$ cat config.mk
export PLATFORM = sky130hd
export DESIGN_NAME = exc_entry_seq
export DESIGN_NICKNAME = d
export VERILOG_FILES = /design/src/rtl/exc_entry_pkg.sv /design/src/rtl/exc_req_latch.sv /design/src/rtl/exc_sr_ctl.sv /design/src/rtl/exc_frame_gen.sv /design/src/rtl/exc_entry_seq.sv
export SDC_FILE = /design/constraint.sdc
export NUM_CORES = 1
export LEC_CHECK = 0
export ABC_AREA = 1
export BUFFER_PORTS_ARGS = -buffer_cell sky130_fd_sc_hd__buf_2
export CORE_MARGIN = 3
export CORE_UTILIZATION = 51
export DETAILED_ROUTE_END_ITERATION = 7
export PLACE_DENSITY = 0.85
export SYNTH_ARGS = -nofsm -noshare
export SYNTH_HDL_FRONTEND = slang
export SYNTH_SLANG_ARGS = --single-unit
$ cat constraint.sdc
create_clock -name clk -period 2.55 [get_ports clk]
set_input_delay 0.1275 -clock clk [delete_from_list [all_inputs] [get_ports clk]]
set_output_delay 0.1275 -clock clk [all_outputs]
set_load 0.1 [all_outputs]
$ cat src/rtl/exc_entry_pkg.sv
package exc_entry_pkg;
  typedef enum logic [2:0] {
    ST_IDLE  = 3'd0,
    ST_COPY  = 3'd1,
    ST_ACK   = 3'd2,
    ST_PUSH  = 3'd3,
    ST_VREAD = 3'd4
  } seq_st_t;

  localparam int SR_W      = 16;
  localparam int SR_T1     = 15;
  localparam int SR_T0     = 14;
  localparam int SR_S      = 13;
  localparam int SR_MASK_L = 8;
  localparam logic [3:0] SPACE_ACK = 4'hF;
  localparam logic [3:0] SPACE_SUP = 4'h5;
  localparam logic [3:0] FMT_SHORT = 4'h0;
  localparam int FRAME_WORDS = 4;
endpackage

$ cat src/rtl/exc_req_latch.sv
module exc_req_latch #(
  parameter int LVL_W = 3,
  parameter int VEC_W = 8
) (
  input  logic             clk,
  input  logic             rst_n,
  input  logic             irq_req,
  input  logic [LVL_W-1:0] irq_level,
  input  logic             trap_req,
  input  logic [VEC_W-1:0] trap_vec,
  input  logic             take,
  output logic             any_pend,
  output logic             sel_irq,
  output logic [LVL_W-1:0] sel_lvl,
  output logic [VEC_W-1:0] sel_vec
);
  logic             trap_v, trap_v_n, irq_v, irq_v_n;
  logic [VEC_W-1:0] trap_vec_q, trap_vec_n;
  logic [LVL_W-1:0] irq_lvl_q, irq_lvl_n;
  logic             clr_trap, clr_irq, keep_trap, keep_irq;

  always_comb begin
    clr_trap   = take & trap_v;
    clr_irq    = take & ~trap_v & irq_v;
    keep_trap  = trap_v & ~clr_trap;
    keep_irq   = irq_v & ~clr_irq;
    trap_v_n   = keep_trap | trap_req;
    irq_v_n    = keep_irq | irq_req;
    trap_vec_n = (trap_req && !keep_trap) ? trap_vec : trap_vec_q;
    irq_lvl_n  = (irq_req && !keep_irq) ? irq_level : irq_lvl_q;
  end

  always_ff @(posedge clk or negedge rst_n) begin
    if (!rst_n) begin
      trap_v     <= 1'b0;
      irq_v      <= 1'b0;
      trap_vec_q <= '0;
      irq_lvl_q  <= '0;
    end else begin
      trap_v     <= trap_v_n;
      irq_v      <= irq_v_n;
      trap_vec_q <= trap_vec_n;
      irq_lvl_q  <= irq_lvl_n;
    end
  end

  assign any_pend = trap_v | irq_v;
  assign sel_irq  = ~trap_v;
  assign sel_lvl  = irq_lvl_q;
  assign sel_vec  = trap_vec_q;

  // a strobe into an empty slot is held for later service
  assert_trap_held_R9: assert property (@(posedge clk) disable iff (!rst_n)
    (trap_req && !trap_v) |=> trap_v);
  assert_irq_held_R9: assert property (@(posedge clk) disable iff (!rst_n)
    (irq_req && !irq_v) |=> irq_v);
  // a grant with a trap waiting never consumes the interrupt slot
  assert_trap_first_R10: assert property (@(posedge clk) disable iff (!rst_n)
    (take && trap_v && irq_v) |=> irq_v);
endmodule

$ cat src/rtl/exc_sr_ctl.sv
module exc_sr_ctl
  import exc_entry_pkg::*;
#(
  parameter int LVL_W = 3
) (
  input  logic [SR_W-1:0]  sr_in,
  input  logic             is_irq,
  input  logic [LVL_W-1:0] lvl,
  output logic [SR_W-1:0]  sr_mod
);
  always_comb begin
    sr_mod        = sr_in;
    sr_mod[SR_S]  = 1'b1;
    sr_mod[SR_T1] = 1'b0;
    sr_mod[SR_T0] = 1'b0;
    if (is_irq) sr_mod[SR_MASK_L +: LVL_W] = lvl;
  end
endmodule

$ cat src/rtl/exc_frame_gen.sv
module exc_frame_gen
  import exc_entry_pkg::*;
#(
  parameter int VEC_W  = 8,
  parameter int ADDR_W = 32,
  parameter int WORD_W = 16
) (
  input  logic [1:0]        idx,
  input  logic [VEC_W-1:0]  vec,
  input  logic [ADDR_W-1:0] pc,
  input  logic [SR_W-1:0]   saved_sr,
  output logic [WORD_W-1:0] word
);
  localparam int OFS_W = WORD_W - 4;
  logic [OFS_W-1:0] ofs;

  assign ofs = OFS_W'({vec, 2'b00});

  always_comb begin
    unique case (idx)
      2'd0:    word = {FMT_SHORT, ofs};
      2'd1:    word = pc[WORD_W-1:0];
      2'd2:    word = pc[2*WORD_W-1:WORD_W];
      default: word = saved_sr;
    endcase
  end
endmodule

$ cat src/rtl/exc_entry_seq.sv
module exc_entry_seq
  import exc_entry_pkg::*;
#(
  parameter int ADDR_W = 32,
  parameter int WORD_W = 16,
  parameter int LVL_W  = 3,
  parameter int VEC_W  = 8
) (
  input  logic              clk,
  input  logic              rst_n,
  input  logic              irq_req,
  input  logic [LVL_W-1:0]  irq_level,
  input  logic              trap_req,
  input  logic [VEC_W-1:0]  trap_vec,
  input  logic [SR_W-1:0]   ctx_sr,
  input  logic [ADDR_W-1:0] ctx_pc,
  input  logic [ADDR_W-1:0] ctx_ssp,
  input  logic [ADDR_W-1:0] vbr,
  output logic              mem_valid,
  output logic              mem_write,
  output logic [3:0]        mem_space,
  output logic [ADDR_W-1:0] mem_addr,
  output logic [WORD_W-1:0] mem_wdata,
  input  logic [ADDR_W-1:0] mem_rdata,
  input  logic              mem_ready,
  output logic              busy,
  output logic              done,
  output logic [SR_W-1:0]   sr_out,
  output logic [ADDR_W-1:0] pc_out,
  output logic [ADDR_W-1:0] ssp_out
);
  localparam int WSTEP = WORD_W / 8;
  localparam logic [1:0] LAST_IDX = 2'(FRAME_WORDS - 1);
  localparam logic [ADDR_W-1:0] ACK_BASE = {{(ADDR_W-LVL_W-1){1'b1}}, {(LVL_W+1){1'b0}}};

  seq_st_t           st_q, st_n;
  logic              cur_irq_q, cur_irq_n;
  logic [LVL_W-1:0]  cur_lvl_q, cur_lvl_n;
  logic [VEC_W-1:0]  vec_q, vec_n;
  logic [SR_W-1:0]   sr_q, sr_n, saved_q, saved_n, sr_mod;
  logic [ADDR_W-1:0] pc_q, pc_n, ssp_q, ssp_n;
  logic [1:0]        idx_q, idx_n;
  logic              done_n;
  logic              take, any_pend, sel_irq;
  logic [LVL_W-1:0]  sel_lvl;
  logic [VEC_W-1:0]  sel_vec;
  logic [WORD_W-1:0] frame_word;
  logic [ADDR_W-1:0] push_addr;

  exc_req_latch #(.LVL_W(LVL_W), .VEC_W(VEC_W)) u_req (
    .clk(clk), .rst_n(rst_n),
    .irq_req(irq_req), .irq_level(irq_level),
    .trap_req(trap_req), .trap_vec(trap_vec),
    .take(take), .any_pend(any_pend),
    .sel_irq(sel_irq), .sel_lvl(sel_lvl), .sel_vec(sel_vec)
  );

  exc_sr_ctl #(.LVL_W(LVL_W)) u_sr (
    .sr_in(sr_q), .is_irq(cur_irq_q), .lvl(cur_lvl_q), .sr_mod(sr_mod)
  );

  exc_frame_gen #(.VEC_W(VEC_W), .ADDR_W(ADDR_W), .WORD_W(WORD_W)) u_frame (
    .idx(idx_q), .vec(vec_q), .pc(pc_q), .saved_sr(saved_q), .word(frame_word)
  );

  assign push_addr = ssp_q - ADDR_W'(WSTEP);

  // next-state process
  always_comb begin
    st_n      = st_q;
    cur_irq_n = cur_irq_q;
    cur_lvl_n = cur_lvl_q;
    vec_n     = vec_q;
    sr_n      = sr_q;
    saved_n   = saved_q;
    pc_n      = pc_q;
    ssp_n     = ssp_q;
    idx_n     = idx_q;
    done_n    = 1'b0;
    take      = 1'b0;
    unique case (st_q)
      ST_IDLE: if (any_pend) begin
        take      = 1'b1;
        cur_irq_n = sel_irq;
        cur_lvl_n = sel_lvl;
        vec_n     = sel_vec;
        sr_n      = ctx_sr;
        pc_n      = ctx_pc;
        ssp_n     = ctx_ssp;
        st_n      = ST_COPY;
      end
      ST_COPY: begin
        saved_n = sr_q;
        sr_n    = sr_mod;
        idx_n   = 2'd0;
        st_n    = cur_irq_q ? ST_ACK : ST_PUSH;
      end
      ST_ACK: if (mem_ready) begin
        vec_n = mem_rdata[VEC_W-1:0];
        st_n  = ST_PUSH;
      end
      ST_PUSH: if (mem_ready) begin
        ssp_n = push_addr;
        idx_n = idx_q + 2'd1;
        if (idx_q == LAST_IDX) st_n = ST_VREAD;
      end
      ST_VREAD: if (mem_ready) begin
        pc_n = mem_rdata;
        if (any_pend) begin
          take      = 1'b1;
          cur_irq_n = sel_irq;
          cur_lvl_n = sel_lvl;
          vec_n     = sel_vec;
          st_n      = ST_COPY;
        end else begin
          done_n = 1'b1;
          st_n   = ST_IDLE;
        end
      end
      default: st_n = ST_IDLE;
    endcase
  end

  // register process
  always_ff @(posedge clk or negedge rst_n) begin
    if (!rst_n) begin
      st_q      <= ST_IDLE;
      cur_irq_q <= 1'b0;
      cur_lvl_q <= '0;
      vec_q     <= '0;
      sr_q      <= '0;
      saved_q   <= '0;
      pc_q      <= '0;
      ssp_q     <= '0;
      idx_q     <= '0;
      done      <= 1'b0;
    end else begin
      st_q      <= st_n;
      cur_irq_q <= cur_irq_n;
      cur_lvl_q <= cur_lvl_n;
      vec_q     <= vec_n;
      sr_q      <= sr_n;
      saved_q   <= saved_n;
      pc_q      <= pc_n;
      ssp_q     <= ssp_n;
      idx_q     <= idx_n;
      done      <= done_n;
    end
  end

  // memory port driven from state
  always_comb begin
    mem_valid = 1'b0;
    mem_write = 1'b0;
    mem_space = SPACE_SUP;
    mem_addr  = '0;
    mem_wdata = '0;
    unique case (st_q)
      ST_ACK: begin
        mem_valid = 1'b1;
        mem_space = SPACE_ACK;
        mem_addr  = ACK_BASE | ADDR_W'(cur_lvl_q);
      end
      ST_PUSH: begin
        mem_valid = 1'b1;
        mem_write = 1'b1;
        mem_addr  = push_addr;
        mem_wdata = frame_word;
      end
      ST_VREAD: begin
        mem_valid = 1'b1;
        mem_addr  = vbr + ADDR_W'({vec_q, 2'b00});
      end
      default: ;
    endcase
  end

  assign busy    = (st_q != ST_IDLE);
  assign sr_out  = sr_q;
  assign pc_out  = pc_q;
  assign ssp_out = ssp_q;

  // an access that is not accepted holds its request
  assert_hold_R8: assert property (@(posedge clk) disable iff (!rst_n)
    (mem_valid && !mem_ready) |=> (mem_valid && $stable(mem_addr) && $stable(mem_write)
                                   && $stable(mem_space) && $stable(mem_wdata)));
  // supervisor set and trace cleared once the SR copy step ends
  assert_sr_mode_R2: assert property (@(posedge clk) disable iff (!rst_n)
    (st_q == ST_COPY) |=> (sr_q[SR_S] && !sr_q[SR_T1] && !sr_q[SR_T0]));
  // the saved SR is the pre-entry SR
  assert_sr_copy_R1: assert property (@(posedge clk) disable iff (!rst_n)
    (st_q == ST_COPY) |=> (saved_q == $past(sr_q)));
  // each accepted push lowers the stack pointer by one word
  assert_ssp_step_R7: assert property (@(posedge clk) disable iff (!rst_n)
    (st_q == ST_PUSH && mem_ready) |=> (ssp_q == $past(ssp_q) - ADDR_W'(WSTEP)));
  // writes go only to the supervisor space at even addresses
  assert_push_space_R6: assert property (@(posedge clk) disable iff (!rst_n)
    (mem_valid && mem_write) |-> (mem_space == SPACE_SUP && !mem_addr[0]));
  // done follows a completed table read and leaves the block idle
  assert_done_R11: assert property (@(posedge clk) disable iff (!rst_n)
    done |-> ($past(mem_valid && mem_ready && !mem_write && mem_space == SPACE_SUP) && !busy));
  // an acknowledge cycle only occurs for an interrupt
  assert_ack_irq_R4: assert property (@(posedge clk) disable iff (!rst_n)
    (mem_valid && mem_space == SPACE_ACK) |-> cur_irq_q);
endmodule

==> impl_metrics.toml <==
[status]
run_status = "finished, violations left"
violations = "design-rule violations, negative setup slack"

[clock_tree]
cts_buffer_depth = 2
cts_buffers = 17
cts_htree_levels = 4
cts.root.buffer_cell = "sky130_fd_sc_hd__clkbuf_16"
tritoncts_num_sinks = 127
tritoncts = "done"
clock_insertion_delay_worst_skew_ns = 0.43
path_clk_slew_ns = 0.07

[setup_path]
worst_setup_path_start_kind = "register"
ff2ff_setup_slack_ns = 0.08
worst_r2r_endpoint = "pc_out[15]"
worstSetupPathType = "reg2out"
worst_path_required_ns = 2.42
worst-r2r-cell-count = 9
cp.arrival_ns = 2.50
worstReg2RegStart = "st_q[0]"
timing.critical_path.fanout_max = 4
critical_path.endpoint_type = "primary output"

[synth]
synth-seq-cells = 127
post_synth_inst_count = 1252
synth_enable_flop_cells = 0
synth_area_leaders = "sky130_fd_sc_hd__dfrtp_1 (38%), sky130_fd_sc_hd__nand2_1 (17%), sky130_fd_sc_hd__nor2_1 (6.8%), sky130_fd_sc_hd__nand3_1 (6.8%), sky130_fd_sc_hd__inv_1 (5.7%)"
synth_top_area_share_pct = 38.1
synth.largest_area_cell = "sky130_fd_sc_hd__dfrtp_1"
syn_avg_cell_area_sq_um = 6.66
synthFlopType = "sky130_fd_sc_hd__dfrtp_1"
synth_cell_type_count = 41
synthesis.area_sq_um = 8340
ys_seq_area_share_pct = 38.1
synthesis.yosys.warnings = 0
synth-async-reset-ratio_pct = 100

[sta]
clock.fmax_ghz = 0.380
finalSetupViolations = 10
worstMarginPinSlew_ns = 0.712
rsz0062_at_grt = "yes"
final.period_utilization_pct = 103
min_period_ns = 2.63
postLayoutSetupSlackWorst_ns = -0.0801
maxSlewHeadroom_pct = 52.4
report.final.hold_viol_count = 0
timing_max_transition_violations_final = 0
clock-skew-final_ns = 0.0209

[flow_run]
max-cap-violations = 0

[finish]
final_net_count = 1806
layout.filler_cells = 1001
antenna_cells = 0
seqCellArea_sq_um = 3180
layout-area-overhead-vs-synth_pct = 54.0
multiInputGateArea_sq_um = 4870
share_of_cells_above_drive_strength_1_pct = 27.9

[floorplanning]
floorplan.io_pins = 296
core-area_sq_um = 15900
floorplan.die_area_sq_um = 17900
placementRows = 46
die-width_microns = 134
chipHeight_microns = 134
initial_core_util_pct = 52.3

[routing]
antenna_violating_nets_post_route = 0
wirelength_mm = 40.4
drcViolationCount = 5
routed-via-count = 11400
first_iter_violations = 1788
detailedRoute.firstPassIterationCount = 8
avgViaCountPerCell = 6.12
dr_wl_cell_microns = 21.7

[worst_hold_path]
worstHoldPathType = "in2reg"
hold_path.startpoint = "ctx_ssp[25]"
worst_hold_path.endpoint = "ssp_out[25]"
hold-path-cell-count = 3

[global_route]
grt_overflow = 0
antenna_found_initial = 1
global_route.usage.total_pct = 41.9
grt_max_degree = 58
grt_pass1_vias = 10500
grt_pass1_wl_mm = 58.7

[place]
place.detailed.hpwl_mm = 24.1
buffer_ports.inserted = 293
post-place-ws_ns = 0.298
finalWeightedCongestion = 0.943
## synth_stat cells (2+ instances only)
cell,number
sky130_fd_sc_hd__a21oi_1,88
sky130_fd_sc_hd__xnor2_1,3
sky130_fd_sc_hd__o21bai_1,5
sky130_fd_sc_hd__nand3_2,3
sky130_fd_sc_hd__nand3_1,113
sky130_fd_sc_hd__nand2_2,5
sky130_fd_sc_hd__inv_2,6
sky130_fd_sc_hd__or2_1,2
sky130_fd_sc_hd__nor2_1,151
sky130_fd_sc_hd__inv_1,126
sky130_fd_sc_hd__o22ai_1,2
sky130_fd_sc_hd__dfrtp_1,127
sky130_fd_sc_hd__nand3b_1,5
sky130_fd_sc_hd__a22oi_1,13
sky130_fd_sc_hd__ha_1,13
sky130_fd_sc_hd__mux2i_1,6
sky130_fd_sc_hd__o211ai_1,7
sky130_fd_sc_hd__buf_1,2
sky130_fd_sc_hd__nor3_1,6
sky130_fd_sc_hd__buf_2,19
sky130_fd_sc_hd__o21ai_1,4
sky130_fd_sc_hd__nand4_1,10
sky130_fd_sc_hd__buf_4,8
sky130_fd_sc_hd__or2_2,4
sky130_fd_sc_hd__clkbuf_1,24
sky130_fd_sc_hd__a31oi_1,43
sky130_fd_sc_hd__nand2_1,371
sky130_fd_sc_hd__o21ai_0,73
## cell usage in the layout, fill, tap and decap left out, drive strengths merged
cell type,instances
a21oi,89
a22oi,13
a31oi,43
and2,1
buf,316
bufinv,1
clkbuf,19
clkinv,4
clkinvlp,1
conb,2
dfrtp,127
dlygate4sd3,97
fa,1
ha,13
inv,140
mux2i,6
nand2,377
nand3,116
nand3b,5
nand4,10
nor2,153
nor3,6
nor3b,1
o211ai,7
o21a,1
o21ai,77
o21bai,5
o221ai,1
o22ai,2
o311ai,1
or2,6
xnor2,3
xor2,1
## worst max-delay path by stage
stage | from | to | depth (start not counted)
after floorplan | vec_q[0] | mem_addr[6] | 8
after global placement | vec_q[0] | mem_addr[22] | 13
after detailed placement | vec_q[0] | mem_addr[22] | 13
after CTS | vec_q[0] | mem_addr[22] | 13
after global routing | vec_q[4] | mem_addr[17] | 11
final | vec_q[4] | mem_addr[9] | 8
## state kept, by name, indices dropped and copies added (netlist names), 2 cells and up
name	cells
cur_lvl_q	3
idx_q	2
pc_out	32
saved_q	16
sr_out	16
ssp_out	32
st_q	3
u_req.sel_lvl	3
u_req.sel_vec	8
vec_q	8
## final cells by class
class,count,share of cell area [%]
Clock buffer,19,3.53
Clock inverter,13,1.10
Inverter,133,3.90
Multi-Input combinational cell,940,37.9
Sequential cell,127,24.8
Tap cell,216,2.10
Timing Repair Buffer,413,26.7
## worst max-delay path, stage by stage, from the launching register on
cell                      delay, ns
sky130_fd_sc_hd__dfrtp_1       0.45
sky130_fd_sc_hd__ha_4          0.27
sky130_fd_sc_hd__nand2_1       0.12
sky130_fd_sc_hd__nand2_1       0.12
sky130_fd_sc_hd__a21oi_1       0.22
sky130_fd_sc_hd__nand2_1       0.16
sky130_fd_sc_hd__o21ai_0       0.32
sky130_fd_sc_hd__nand3_1       0.20
sky130_fd_sc_hd__buf_12        0.22
## per-layer routing
| layer | wire [microns] | share of wire (%) | vias to the layer above | GRT usage (%) |
|---|---|---|---|---|
| met1 | 14200 | 35 | 5161 | 52.8 |
| met3 | 4490 | 11 | 308 | 7.20 |
| met2 | 18500 | 46 | 1065 | 69.7 |
| li1 | - | - | 4848 | - |
| met4 | 3190 | 7.9 | 0 | 21.1 |
| met5 | 0 | 0 | - | 0 |
## repair_timing
action	CTS	global route
hold buffers	97	0
endpoints found under the setup margin	15	46
pin swaps	0	11
buffers inserted	2	6
endpoints found under the hold margin	105	0
resized for setup	10	66
## logic make-up (layout without fill, tap and decap cells)
logic type	Yosys count	after routing	share of synthesized area, %
flops	127	127	38.1
other cells	1	2	0.0450
xor+xnor	4	4	0.420
compound gates	239	239	15.9
mux	6	6	0.720
simple gates	675	675	33.5
fa+ha+maj	14	14	2.19
buf+inv	186	578	9.02
## through the flow
step           util, %  hold WS [ns]  cell area, sq um  TNS, ns  cells
5_1_grt           80.5        0.0139             12800    -1.35   1861
6_report          80.5        0.0115             12800   -0.174   1861
2_1_floorplan        -        -0.168              8490   -0.296   1253
3_5_place_dp      68.3         0.152             10900        0   1724
3_3_place_gp      68.3         0.154             10900        0   1724
4_1_cts           78.4      0.000555             12500        0   1855
Power is not shown: default switching activity piles up to over one toggle a cycle in this logic, so the estimate is an artifact.
